## src/rtl/cfgp_pkg.sv

```systemverilog
package cfgp_pkg;
   localparam logic [7:0] IX_KEY     = 8'h0D;
   localparam logic [7:0] IX_SIG     = 8'h20;
   localparam logic [7:0] KEY_OPEN   = 8'h55;
   localparam logic [7:0] KEY_SHUT   = 8'hAA;
   localparam int         NSLOT      = 10;
   localparam int         SLOT_W     = $clog2(NSLOT);
   localparam int         SLOT_ACT   = 3;

   typedef struct packed {
      logic              hit;
      logic [SLOT_W-1:0] slot;
   } slot_sel_t;

   // maps a guarded register index onto a storage slot
   function automatic slot_sel_t slot_of(input logic [7:0] ix);
      slot_sel_t s;
      s.hit  = 1'b1;
      s.slot = '0;
      case (ix)
         8'h08: s.slot = SLOT_W'(0);
         8'h09: s.slot = SLOT_W'(1);
         8'h0A: s.slot = SLOT_W'(2);
         8'h30: s.slot = SLOT_W'(SLOT_ACT);
         8'h60: s.slot = SLOT_W'(4);
         8'h61: s.slot = SLOT_W'(5);
         8'h62: s.slot = SLOT_W'(6);
         8'h63: s.slot = SLOT_W'(7);
         8'h70: s.slot = SLOT_W'(8);
         8'h71: s.slot = SLOT_W'(9);
         default: s.hit = 1'b0;
      endcase
      return s;
   endfunction
endpackage

```

## src/rtl/cfgp_lock.sv

```systemverilog
module cfgp_lock
   import cfgp_pkg::*;
(
   input  logic       clk,
   input  logic       rst_n,
   input  logic       key_we_i,
   input  logic [7:0] wdata_i,
   output logic       open_o
);
   logic open_q;

   always_ff @(posedge clk or negedge rst_n) begin
      if (!rst_n)                               open_q <= 1'b0;
      else if (key_we_i && wdata_i == KEY_OPEN) open_q <= 1'b1;
      else if (key_we_i && wdata_i == KEY_SHUT) open_q <= 1'b0;
   end

   assign open_o = open_q;

   AST_KEY_OTHER_HOLDS: assert property (@(posedge clk) disable iff (!rst_n)
      key_we_i && wdata_i != KEY_OPEN && wdata_i != KEY_SHUT |=> $stable(open_o));
   AST_OPEN_NEEDS_KEY: assert property (@(posedge clk) disable iff (!rst_n)
      $rose(open_o) |-> $past(key_we_i) && $past(wdata_i) == KEY_OPEN);
endmodule

```

## src/rtl/cfgp_regfile.sv

```systemverilog
module cfgp_regfile
   import cfgp_pkg::*;
#(
   parameter logic [15:0] BASE_RST = 16'h0000
)(
   input  logic                 clk,
   input  logic                 rst_n,
   input  logic                 we_i,
   input  logic                 open_i,
   input  slot_sel_t            sel_i,
   input  logic [7:0]           wdata_i,
   output logic [NSLOT*8-1:0]   slots_o
);
   logic [NSLOT*8-1:0] slots_q;

   for (genvar g = 0; g < NSLOT; g++) begin : g_slot
      localparam logic [7:0] RST_V = (g == 0) ? BASE_RST[7:0] :
                                     (g == 1) ? BASE_RST[15:8] : 8'h00;
      logic hit_w;
      assign hit_w = we_i && open_i && sel_i.hit && sel_i.slot == SLOT_W'(g);
      if (g == SLOT_ACT) begin : g_bit
         always_ff @(posedge clk or negedge rst_n) begin
            if (!rst_n)     slots_q[g*8 +: 8] <= 8'h00;
            else if (hit_w) slots_q[g*8 +: 8] <= {7'b0, wdata_i[0]};
         end
      end else begin : g_byte
         always_ff @(posedge clk or negedge rst_n) begin
            if (!rst_n)     slots_q[g*8 +: 8] <= RST_V;
            else if (hit_w) slots_q[g*8 +: 8] <= wdata_i;
         end
      end
   end

   assign slots_o = slots_q;

   AST_LOCKED_NO_WRITE: assert property (@(posedge clk) disable iff (!rst_n)
      we_i && !open_i |=> $stable(slots_o));
   AST_MISS_NO_WRITE: assert property (@(posedge clk) disable iff (!rst_n)
      we_i && !sel_i.hit |=> $stable(slots_o));
endmodule

```

## src/rtl/cfgp_ident.sv

```systemverilog
module cfgp_ident #(
   parameter logic [31:0] VERSION  = 32'h01020304,
   parameter logic [31:0] TEXT_ID  = 32'h41544D4C,
   parameter logic [7:0]  SIG_BYTE = 8'hEF,
   parameter bit          PRESENT  = 1'b1
)(
   input  logic [7:0] idx_i,
   output logic       hit_o,
   output logic [7:0] byte_o
);
   logic [7:0] ver0;

   if (PRESENT) begin : g_present
      if (VERSION[31:24] == 8'hFF) begin : g_bad
         $error("first version byte 0xFF would mark the device absent");
      end
      assign ver0 = VERSION[31:24];
   end else begin : g_absent
      assign ver0 = 8'hFF;
   end

   always_comb begin
      hit_o  = 1'b1;
      byte_o = 8'h00;
      case (idx_i)
         8'h00: byte_o = ver0;
         8'h01: byte_o = VERSION[23:16];
         8'h02: byte_o = VERSION[15:8];
         8'h03: byte_o = VERSION[7:0];
         8'h04: byte_o = TEXT_ID[31:24];
         8'h05: byte_o = TEXT_ID[23:16];
         8'h06: byte_o = TEXT_ID[15:8];
         8'h07: byte_o = TEXT_ID[7:0];
         8'h20: byte_o = SIG_BYTE;
         default: hit_o = 1'b0;
      endcase
   end
endmodule

```

## src/rtl/cfg_index_port.sv

```systemverilog
module cfg_index_port
   import cfgp_pkg::*;
#(
   parameter logic [31:0] VERSION  = 32'h01020304,
   parameter logic [31:0] TEXT_ID  = 32'h41544D4C,
   parameter logic [7:0]  SIG_BYTE = 8'hEF,
   parameter bit          PRESENT  = 1'b1,
   parameter logic [15:0] BASE_RST = 16'h0000
)(
   input  logic        clk,
   input  logic        rst_n,
   input  logic        idx_we,
   input  logic        dat_we,
   input  logic [7:0]  wdata,
   output logic [7:0]  rdata,
   output logic        cfg_open,
   output logic [15:0] dev_base,
   output logic        irq_enable,
   output logic        dev_active,
   output logic [15:0] data_io_base,
   output logic [15:0] cmd_io_base,
   output logic [7:0]  irq_number,
   output logic [7:0]  irq_kind
);
   logic [7:0]         idx_q;
   logic [NSLOT*8-1:0] slots;
   slot_sel_t          sel;
   logic               id_hit;
   logic [7:0]         id_byte;
   logic               open_w;

   always_ff @(posedge clk or negedge rst_n) begin
      if (!rst_n)      idx_q <= 8'h00;
      else if (idx_we) idx_q <= wdata;
   end

   assign sel = slot_of(idx_q);

   cfgp_lock u_lock (
      .clk      (clk),
      .rst_n    (rst_n),
      .key_we_i (dat_we && idx_q == IX_KEY),
      .wdata_i  (wdata),
      .open_o   (open_w)
   );

   cfgp_regfile #(.BASE_RST(BASE_RST)) u_regs (
      .clk     (clk),
      .rst_n   (rst_n),
      .we_i    (dat_we),
      .open_i  (open_w),
      .sel_i   (sel),
      .wdata_i (wdata),
      .slots_o (slots)
   );

   cfgp_ident #(
      .VERSION (VERSION),
      .TEXT_ID (TEXT_ID),
      .SIG_BYTE(SIG_BYTE),
      .PRESENT (PRESENT)
   ) u_ident (
      .idx_i  (idx_q),
      .hit_o  (id_hit),
      .byte_o (id_byte)
   );

   always_comb begin
      if (idx_q == IX_KEY) rdata = {7'b0, open_w};
      else if (sel.hit)    rdata = slots[sel.slot*8 +: 8];
      else if (id_hit)     rdata = id_byte;
      else                 rdata = 8'h00;
   end

   assign cfg_open     = open_w;
   assign dev_base     = {slots[15:8], slots[7:0]};
   assign irq_enable   = |slots[23:16];
   assign dev_active   = slots[SLOT_ACT*8];
   assign data_io_base = {slots[39:32], slots[47:40]};
   assign cmd_io_base  = {slots[55:48], slots[63:56]};
   assign irq_number   = slots[71:64];
   assign irq_kind     = slots[79:72];

   AST_ACT_UPPER_ZERO: assert property (@(posedge clk) disable iff (!rst_n)
      idx_q == 8'h30 |-> rdata[7:1] == 7'b0);
   AST_SIG_FIXED: assert property (@(posedge clk) disable iff (!rst_n)
      idx_q == IX_SIG |-> rdata == SIG_BYTE);
   AST_BASE_LOCKED: assert property (@(posedge clk) disable iff (!rst_n)
      !cfg_open |=> $stable(dev_base));
endmodule

```

## config.mk

```make
export PLATFORM = sky130hd
export DESIGN_NAME = cfg_index_port
export DESIGN_NICKNAME = d
export VERILOG_FILES = /design/src/rtl/cfgp_pkg.sv /design/src/rtl/cfgp_lock.sv /design/src/rtl/cfgp_regfile.sv /design/src/rtl/cfgp_ident.sv /design/src/rtl/cfg_index_port.sv
export SDC_FILE = /design/constraint.sdc
export NUM_CORES = 1
export LEC_CHECK = 0
export BUFFER_PORTS_ARGS = -buffer_cell sky130_fd_sc_hd__buf_2
export CORE_ASPECT_RATIO = 0.9
export CORE_MARGIN = 3
export CORE_UTILIZATION = 48
export DETAILED_ROUTE_END_ITERATION = 10
export GPL_TIMING_DRIVEN = 0
export PLACE_DENSITY_LB_ADDON = 0.2
export RECOVER_POWER = 50
export SLEW_MARGIN = 20
export SYNTH_ARGS = -nofsm -noshare
export SYNTH_HDL_FRONTEND = slang
export SYNTH_SLANG_ARGS = --single-unit
```

## constraint.sdc

```tcl
create_clock -name clk -period 3.55 [get_ports clk]
set_input_delay 0.1775 -clock clk [delete_from_list [all_inputs] [get_ports clk]]
set_output_delay 0.1775 -clock clk [all_outputs]
set_load 0.01 [all_outputs]
```

* Word-level counts from Yosys, hierarchy flattened *
Cells that the tools add are included.

cells by class
  shift-type cells = 1
  muxes and demuxes = 9
  reductions and logical operators = 21
  eq/ne operators = 30

operator list
  operator              number
  $shiftx A80 B8 Y8     1
  $pmux W8 S9           1
  $eq A8 B7 Y1 const B  7
  $pmux W4 S9           1
  $eq A8 B3 Y1 const B  4
  $eq A8 B4 Y1 const B  4
  $mux W8               3
  $eq A4 B3 Y1 const B  4
  $eq A8 B2 Y1 const B  2
  $eq A8 B6 Y1 const B  2
  $logic_and A1 B1 Y1   15
  $reduce_or A10 Y1     1
  $reduce_or A9 Y1      1
  $eq A4 B2 Y1 const B  2
  $eq A4 B4 Y1 const B  2
  $eq A8 B1 Y1 const B  1
  $eq A8 B8 Y1 const B  1
  $logic_not A8 Y1      1
  $reduce_or A8 Y1      1
  $eq A4 B1 Y1 const B  1
  $logic_not A4 Y1      1
  $mux W1               4
  $reduce_bool A2 Y1    1

word-level totals
  output and inout bits = 75
  bits of input ports = 12
  register bits after elaboration = 82
  word-level logic and storage cells = 73

* Longest topological paths before layout *
  word-level depth = 6
  mapped depth = 9
  depth with buffers taken out = 6

* Modules after synthesis *
A second synthesis with hierarchy kept.

second synthesis, totals
  cells, all modules = 404
  area total of the unflattened synthesis = 4767.1 um^2

modules (own cells, without submodules)
  module          instances  seq. area each (um^2)  cells an instance  area an instance (um^2)
  cfgp_regfile    1          1826.8                 179                2965.3
  cfg_index_port  1          200.2                  191                1529.0
  cfgp_ident      1          0.0                    26                 172.7
  cfgp_lock       1          25.0                   8                  100.1

* Worst setup path after synthesis *
Ideal clock, no wire load.

  kind = register to output
  start point = register idx_q[6]
  end point = output port rdata[6]
  required time = 3.372 ns
  arrival time = 2.177 ns
  buffers on the path = 2
  stages on the path, launching flop included = 9
  setup slack = 1.195 ns
  cell sequence = dfrtp_1 > buf_2 > nor4_2 > nand3_1 > a31o_2 > clkbuf_1 > mux2i_1 > o311ai_0 > a2bb2oi_1

on the way
  longest elaborated chain between the ends = 6
  elaborated cells on any way between the ends = 30
  classes of those cells = eq/ne (19); shift (1); mux (7); reduce/logical (3)

ends and longest elaborated chain
  item                                                                       RTL line              source
  start, declared                                                            cfg_index_port.sv:25  logic [7:0] idx_q;
  start signal, assigned                                                     cfg_index_port.sv:34  else if (idx_we) idx_q <= wdata;
  parallel branches: the longest is 5 deep, another holds $shiftx A80 B8 Y8  -
  $mux W8 *                                                                  cfg_index_port.sv:69  if (idx_q == IX_KEY) rdata = {7'b0, open_w};
  end, declared                                                              cfg_index_port.sv:15  output logic [7:0] rdata,

Every way passes the cells marked *.

* Worst setup path after layout *
  start point = register idx_q[7]
  end point = output port rdata[6]

The elaborated chain is that of the path after synthesis.

==> key figures <==
Clocking
  • Clk sinks: just over 80
  • Worst-skew pair later-pin latency: between 0.3 and 0.4 ns
  • Library cell used as clock root buffer: clkbuf_8
  • TritonCTS clock tree: built
  • Clock Path Buffers: 2
  • Clk pin slew, worst setup/hold paths: ~0.09 ns
  • Number of buffers added to fix hold violations after cts: 1
  • Htree depth: 3
  • Setup bufs post-CTS: 0
  • Count of cells resized by post-cts repair: 0
  • TritonCTS buffer count: 9

STA
  • Worst clock skew on the final layout: roughly 0.0089 ns
  • Final Cycle Share: between 90 and 100%
  • Final-report max-slew violation count: 33
  • Highest Clock Rate: 305 MHz
  • Final critical path time including I/O delays and setup: ~3.3 ns
  • Tightest Pin Transition: between 1.5 and 2 ns
  • RSZ-0062 raised after global routing: no
  • Final Hold Viols: 0
  • Sum of negative setup slack: 0 ns
  • Setup violation total in the final timing report: 0
  • Worst max-slew margin expressed relative to the limit: -18.3%
  • Slack of the critical path: between 0.2 and 0.3 ns

Critical path
  • Maximum fanout count along the critical path: 8
  • Maximum single-stage delay on the critical path: about 0.48 ns
  • Category of cells accounting for the largest share of critical-path delay: compound AO/OA/AOI/OAI gates
  • CP endpoint kind: output pin
  • Data required time of the worst path: around 3.4 ns
  • Worst path cell trace: nor4b_4 -> nand3_1 -> a31o_2 -> clkbuf_1 -> mux2i_1 -> o311ai_0 -> a2bb2oi_1 -> buf_2
  • Critical Path Source Type: flip-flop
  • Worst path arrival time: 3.10 ns
  • Critical setup path kind: flip-flop to output pin
  • Worst path bufs/invs: 2
  • CP max stage cell: dfrtp_1
  • R2R Setup Slk: 0.68 ns

Synthesis
  • Cell type contributing the most total cell area after synthesis: dfrtp_1
  • Net count of the mapped netlist: between 400 and 500
  • Mapped Area: 0.00481 mm^2
  • Fraction of synthesis flops using an asynchronous set or reset pin: 100%
  • Sequential area share after synthesis: 42.6%
  • Most common flop cell mapped by yosys: dfrtp_1
  • Cell variety after synth: 54
  • Number of instances in the synthesized netlist: around 430
  • Synth warnings: 0
  • Count of flip-flops with a built-in enable after synthesis: 0
  • Total of flip-flops plus latches after synthesis: 82
  • Ranking of synthesized cells by area: dfrtp_1 43%, mux2_2 20%, buf_4 10%
  • Average cell area after synthesis: between 10 and 15 um^2
  • Share of Yosys cell area claimed by the top area cell type: between 40% and 50%

Detailed routing
  • Initial DRC count: between 150 and 200
  • Via-per-instance ratio: around 5.5
  • Pre-Repair DR Iteration Count: 4
  • Antenna-violating nets left: 0
  • Post-detailed-route wirelength per cell: between 15 and 20 um
  • Number of vias in the routed layout: ~3600
  • DRC viols: 0
  • Post-detailed-routing wire length: approximately 12000 um

Run status
  • Failing checks: capacitance limit, slew limit
  • Result of the run: complete, but fails checks

Floorplan
  • Initial standard-cell utilization of the core: approximately half
  • X dimension of the die: 112 um
  • # rows: 34
  • Die height: 101 um
  • Area of the core region: 0.00970 mm^2
  • Floorplan die area: roughly 0.011 mm^2
  • I/O pin count: 87

Final layout
  • Area overhead of the layout relative to synthesis: 15.3%
  • Net count reported at finish: approximately 540
  • Post-Layout Inst Area: 0.00555 mm^2
  • Antenna diode count: 0
  • Share of layout cells above drive strength 1: between 40% and 50%

Hold path
  • Hold Crit Class: input pin to flip-flop

Power and ir drop
  • Pwr dens: around 330 mW/mm^2
  • Overall Power: 1.82 mW
  • Largest voltage drop on the vdd net: 0.155 mV
  • Leakage: around 2.8 nW

Placement
  • Quantity of I/O buffers inserted on ports: 85
  • Worst setup slack after placement: 0.680 ns
  • RePlAce Congestion: between 0.8 and 0.9
  • Post-DP HPWL: 9100 um
  • Standard cell area after detailed placement: between 0.005 and 0.006 mm^2

Global routing
  • Global-route wire length before repair: 19600 um
  • Global route overflow: 0
  • Via count of the first global-routing pass: ~3600
  • Largest net degree at the start of global routing: 52
  • Initial antenna violation count: 0
  • Total Routing Usage GR: 22.2%

Flow run
  • Number of max-cap violations: 1
## placed cells by master, fill, tap and decap left out, drive strengths merged, types with 2 or more instances in the layout
cell / count
o32ai: 2
o22ai: 4
nor4: 7
nand3b: 3
nand4: 3
nor3: 4
o21ai: 9
a31oi: 5
mux2: 86
nor2b: 11
and2: 4
mux2i: 16
clkinv: 2
and3: 2
nor2: 15
o22a: 3
buf: 125
nor4b: 3
a21oi: 12
a2bb2oi: 3
a31o: 2
nand3: 8
dfrtp: 82
clkbuf: 61
a211oi: 5
nor4bb: 4
inv: 5
o211ai: 3
nand2: 17
## Yosys cell counts, types with 2 or more instances
library cell and instances:
mux2_2 85, dfrtp_1 82, buf_4 66, clkbuf_1 17
nand2_1 17, mux2i_1 16, nor2_1 15, a21oi_1 12
nor2b_1 11, o21ai_0 9, nand3_1 7, a211oi_1 5
a31oi_1 5, buf_2 5, and2_1 4, inv_1 4
nor4_1 4, nor4bb_1 4, o22ai_1 4, a2bb2oi_1 3
buf_6 3, nand3b_1 3, nand4_1 3, o211ai_1 3
o22a_1 3, a31o_2 2, and3_1 2, nor3_2 2
nor3_4 2, nor4_4 2, nor4b_1 2, o32ai_1 2
## stage by stage
stage	std cells	hold WS [ns]	util, %
after floorplan	426	-0.118	-
after global placement	637	0.473	55.6
after detailed placement	638	0.154	55.9
after CTS	653	0.104	57.9
after global routing	653	0.111	57.2
final	653	0.111	57.2
## registers in the layout, summed over array words and instances (netlist names)
signal          flops
u_regs.slots_o     73
idx_q               8
u_lock.open_o       1
## routing by layer
layer | vias up | GRT usage, % | share of wire, %
met2 | 114 | 36.2 | 46
met1 | 1781 | 31.0 | 47
met5 | - | 0 | 0
li1 | 1675 | - | -
met4 | 0 | 6.55 | 1.6
met3 | 18 | 3.48 | 5.1
## area by class of cell
type	count	area (um^2)
plain buffers	91	618
clock buffers	9	124
clock inverters	5	56.3
fillers	909	4150
inverters	4	15.0
multi-input cells	249	2130
flip-flops and latches	82	2050
well taps	126	158
repair buffers	87	398
## cell families (layout without fill, tap and decap cells)
| family | Yosys count | count (layout) | share of synthesized area [%] |
|---|---|---|---|
| fa+ha+maj | 1 | 1 | 0.208 |
| mux | 103 | 103 | 23.9 |
| xor+xnor | 1 | 1 | 0.182 |
| flops | 82 | 82 | 42.6 |
| compound gates | 56 | 56 | 7.82 |
| simple gates | 88 | 88 | 12.1 |
| buf+inv | 95 | 196 | 13.2 |
## worst reg2reg max path, stage by stage, from the launching register on
cell and delay, ns:
dfrtp_1 0.48, nor4b_4 0.47, nand3_1 0.26, a31oi_1 0.56, nand3_1 0.54, mux2_2 0.44
## path summary, 6_finish.rpt
check,cells after the start,startpoint,end
max in group asynchronous,3,rst_n,u_regs.slots_o[58]
worst min-delay path,2,wdata[0],u_regs.slots_o[8]
min in group asynchronous,2,rst_n,idx_q[4]
worst min register to register,1,u_regs.slots_o[72],u_regs.slots_o[72]
worst max register to register,5,idx_q[7],u_regs.slots_o[61]
worst max-delay path,8,idx_q[7],rdata[6]
## report_power, final
| part | internal, mW | switching (mW) |
|---|---|---|
| Clock | 0.318 | 0.354 |
| Combinational | 0.0599 | 0.128 |
| Sequential | 0.942 | 0.0145 |
| Total | 1.32 | 0.496 |
Power figures use the tool's default switching activity.
